$ cat config.mk
export PLATFORM = sky130hd
export DESIGN_NAME = fbc_field_check
export DESIGN_NICKNAME = d
export VERILOG_FILES = /design/src/rtl/fbc_pkg.sv /design/src/rtl/fbc_field_check.sv
export SDC_FILE = /design/constraint.sdc
export NUM_CORES = 1
export LEC_CHECK = 0
export CAP_MARGIN = 20
export CORE_ASPECT_RATIO = 1.75
export CORE_UTILIZATION = 29
export DETAILED_ROUTE_END_ITERATION = 7
export GPL_ROUTABILITY_DRIVEN = 0
export PLACE_DENSITY = 0.75
export RECOVER_POWER = 50
export SLEW_MARGIN = 20
export SYNTH_ARGS = -nofsm -noshare
export SYNTH_HDL_FRONTEND = slang
export SYNTH_SLANG_ARGS = --single-unit
$ cat constraint.sdc
create_clock -name vclk -period 4.7
set_input_delay 0.705 -clock vclk [all_inputs]
set_output_delay 0.705 -clock vclk [all_outputs]
set_load 0.05 [all_outputs]
$ cat src/rtl/fbc_pkg.sv
package fbc_pkg;

    localparam int PROTO_W = 8;
    localparam int ID_W    = 16;
    localparam int OFF_W   = 13;
    localparam int LEN_W   = 16;

    typedef enum logic [2:0] {
        ST_IDLE,
        ST_COLLECT,
        ST_REPORT_OK,
        ST_REPORT_BAD,
        ST_HALTED
    } fbc_state_e;

    typedef struct packed {
        logic [PROTO_W-1:0] proto;
        logic [ID_W-1:0]    id;
        logic [OFF_W-1:0]   off;
        logic               mf;
        logic [LEN_W-1:0]   len;
    } frag_hdr_t;

endpackage

$ cat src/rtl/fbc_field_check.sv
module fbc_field_check
    import fbc_pkg::*;
#(
    parameter int EXP_PROTO   = 6,
    parameter int DGRAM_BYTES = 4116
) (
    input  frag_hdr_t        hdr,
    input  logic             is_first,
    input  logic             is_last,
    input  logic [ID_W-1:0]  exp_id,
    input  logic [OFF_W-1:0] exp_off,
    output logic             hdr_good,
    output logic [OFF_W-1:0] next_off
);
    localparam int END_W = OFF_W + 4;

    logic             proto_ok, id_ok, off_ok, mf_ok, len_ok;
    logic [END_W-1:0] end_byte;

    always_comb begin
        end_byte = {1'b0, hdr.off, 3'b000} + END_W'(hdr.len);
        proto_ok = (hdr.proto == PROTO_W'(EXP_PROTO));
        id_ok    = is_first || (hdr.id == exp_id);
        off_ok   = is_first ? (hdr.off == '0) : (hdr.off == exp_off);
        mf_ok    = (hdr.mf == !is_last);
        if (is_last) begin
            len_ok = (end_byte == END_W'(DGRAM_BYTES));
        end else begin
            len_ok = (hdr.len != '0) && (hdr.len[2:0] == 3'b000);
        end
        hdr_good = proto_ok && id_ok && off_ok && mf_ok && len_ok;
        next_off = hdr.off + hdr.len[LEN_W-1:3];
    end

endmodule

==> impl_metrics.env <==
export IMPL_fin_crit_sh_pct=98.04
export IMPL_tns_ns=0
export IMPL_worstSetupPathType="input pin to output pin"
export IMPL_synthTopCellsByArea="xnor2_1 23%, ha_1 15%, xor2_1 10%"
export IMPL_hp_class="input pin to output pin"
export IMPL_drtIter0Drc=17
export IMPL_synth_cells=135
export IMPL_synth_area_um2=1051
export IMPL_antenna_left=0
export IMPL_cpMostUsedCell="or4_4"
export IMPL_fp_dieW_um=47.51
export IMPL_io_buffers=99
export IMPL_final_cell_mix="88 x clkdlybuf4s50_1, 28 x xnor2_1, 12 x xor2_1, 12 x ha_1, 8 x buf_4"
export IMPL_num_antenna_cells=0
export IMPL_drc=0
export IMPL_min_path_cells=4
export IMPL_drive_gt1_share_pct=9.129
export IMPL_clkbuf_count=0
export IMPL_endpoint_kind="output pin"
export IMPL_syn_nets=234
export IMPL_postCtsSetupRepairBufs=0
export IMPL_synth_cell_types=37
export IMPL_grt_pass1_vias=1542
export IMPL_boundaryPins=99
export IMPL_nets=342
export IMPL_maxSlewViolCount=0
export IMPL_hold_viol_final=0
export IMPL_cp_num_buf_inv=4
export IMPL_grt_max_degree=6
export IMPL_area_growth_synth_to_final_pct=108.0
export IMPL_min_period_ns=4.608
export IMPL_required_ns=3.99
export IMPL_power_density_nw_per_um2=153.8
export IMPL_wirelength_um=4494
export IMPL_dp_hpwl_um=4045
export IMPL_hp_start="is_last"
export IMPL_critPathMaxFanout=2
export IMPL_grt_pass1_wl_um=6389
export IMPL_p_leak_nw=0.8396
export IMPL_synth_seq_area_share_pct=0
export IMPL_crit_arrival_ns=3.90
export IMPL_avgSynthCellArea_um2=7.785
export IMPL_setup_worst_path_start_class="input pin"
export IMPL_antenna_found_initial=0
export IMPL_fp_dieH_um=81.64
export IMPL_slowest_delay_ns=0.51
export IMPL_whs_endpoint="hdr_good"
export IMPL_cp_cell_sequence="clkdlybuf4s50_1, inv_1, fa_2, buf_4, xnor2_1, nor3_2, nand3_1, or4_4, a2111o_1, or4_4, o41ai_4, buf_12"
export IMPL_seq_cell_count=0
export IMPL_grt_ovfl_total=0
export IMPL_yosys_warnings=0
export IMPL_fp_coreArea_um2=3433
export IMPL_final_area_um2=2186
export IMPL_vias=1486
export IMPL_clock_fmax_mhz=217.0
export IMPL_place_ws_ns=-0.1148
export IMPL_outcome="complete, no violations"
export IMPL_wl_per_cell_um=15.71
export IMPL_setup_viol=0
export IMPL_slowest_stage="or4_4"
export IMPL_drt_vias_per_instance=5.196
export IMPL_maxCapViolations=0
export IMPL_worst_pin_slew_ns=0.6082
export IMPL_max_vdd_ir_drop_mv=0.1110
export IMPL_p_total_uw=336.3
export IMPL_layout_setup_ws_ns=0.09193
export IMPL_grt_usage_pct=22.26
export IMPL_die_area_um2=3878
export IMPL_synth_top_area_share_pct=23.33
export IMPL_rows=28
export IMPL_slew_headroom_pct=59.63
export IMPL_mostFrequentLayoutCell="clkdlybuf4s50_1"
export IMPL_first_pass_iters=4
export IMPL_placed_cell_area_um2=2167
export IMPL_initial_core_util_pct=30.61
export IMPL_final_util_pct=63.67
export IMPL_crit_family="simple AND/OR/NAND/NOR gates"
export IMPL_postCtsHoldBufs=0
export IMPL_final_seq_area_um2=0
export IMPL_synth_largest_area_cell="xnor2_1"
## layout make-up
type,count,area (um2)
fill,320,1247
inverter,6,22.52
multi-input combinational,129,1065
tap,45,56.30
timing repair buffer,106,1042
## logic make-up (layout without fill, tap and decap cells)
family                   after synthesis  count (layout)  synth area share [%]
buffers and inverters                  6             112                 2.143
AO/OA/AOI/OAI                         26              26                 18.57
multiplexers                           1               1                0.9524
AND/OR/NAND/NOR                       48              48                 27.62
XOR/XNOR                              40              40                 33.33
adder cells (fa/ha/maj)               14              14                 17.38
## metrics by stage
step,cells,hold WS (ns)
after floorplan,135,1.696
after global placement,286,2.338
after detailed placement,286,2.345
after CTS,286,2.348
after global routing,286,2.352
final,286,2.343
## cell usage after synthesis, types with 3 or more instances
| master | count |
|---|---|
| or4_1 | 5 |
| nor4b_1 | 4 |
| ha_1 | 13 |
| inv_1 | 6 |
| o21ai_0 | 3 |
| nor2_1 | 5 |
| nand2_1 | 7 |
| nand4_1 | 7 |
| nand3_1 | 4 |
| a21oi_1 | 5 |
| xor2_1 | 12 |
| xnor2_1 | 28 |
| nor4_1 | 7 |
## power breakdown
group	internal [mW]	switching, mW
Combinational	0.156	0.180
Sequential	0	0
Clock	0	0
Total	0.156	0.180
## layer usage
layer  vias up  wire [um]  global-route usage (%)
met5         -          0                       0
met4         0        170                   7.714
met3        14        501                   4.176
met2        80       2306                   43.70
met1       662       1515                   20.97
li1        730          -                       -
## repair_timing
item,CTS,global route
setup endpoints to repair,1,1
pin swaps,5,1
gates resized for setup,7,1
## how the worst max path moves through the flow
stage | start | end | slack, ns | cells past startpoint
floorplan | hdr[3] | hdr_good | 0.05 | 10
global placement | hdr[3] | hdr_good | -0.05 | 12
detailed placement | hdr[3] | hdr_good | -0.11 | 12
CTS | hdr[4] | hdr_good | 0.03 | 12
global route | hdr[4] | hdr_good | -0.008 | 12
finish | hdr[4] | hdr_good | 0.09 | 12
Note: power is estimated with default switching activity, not from simulation.
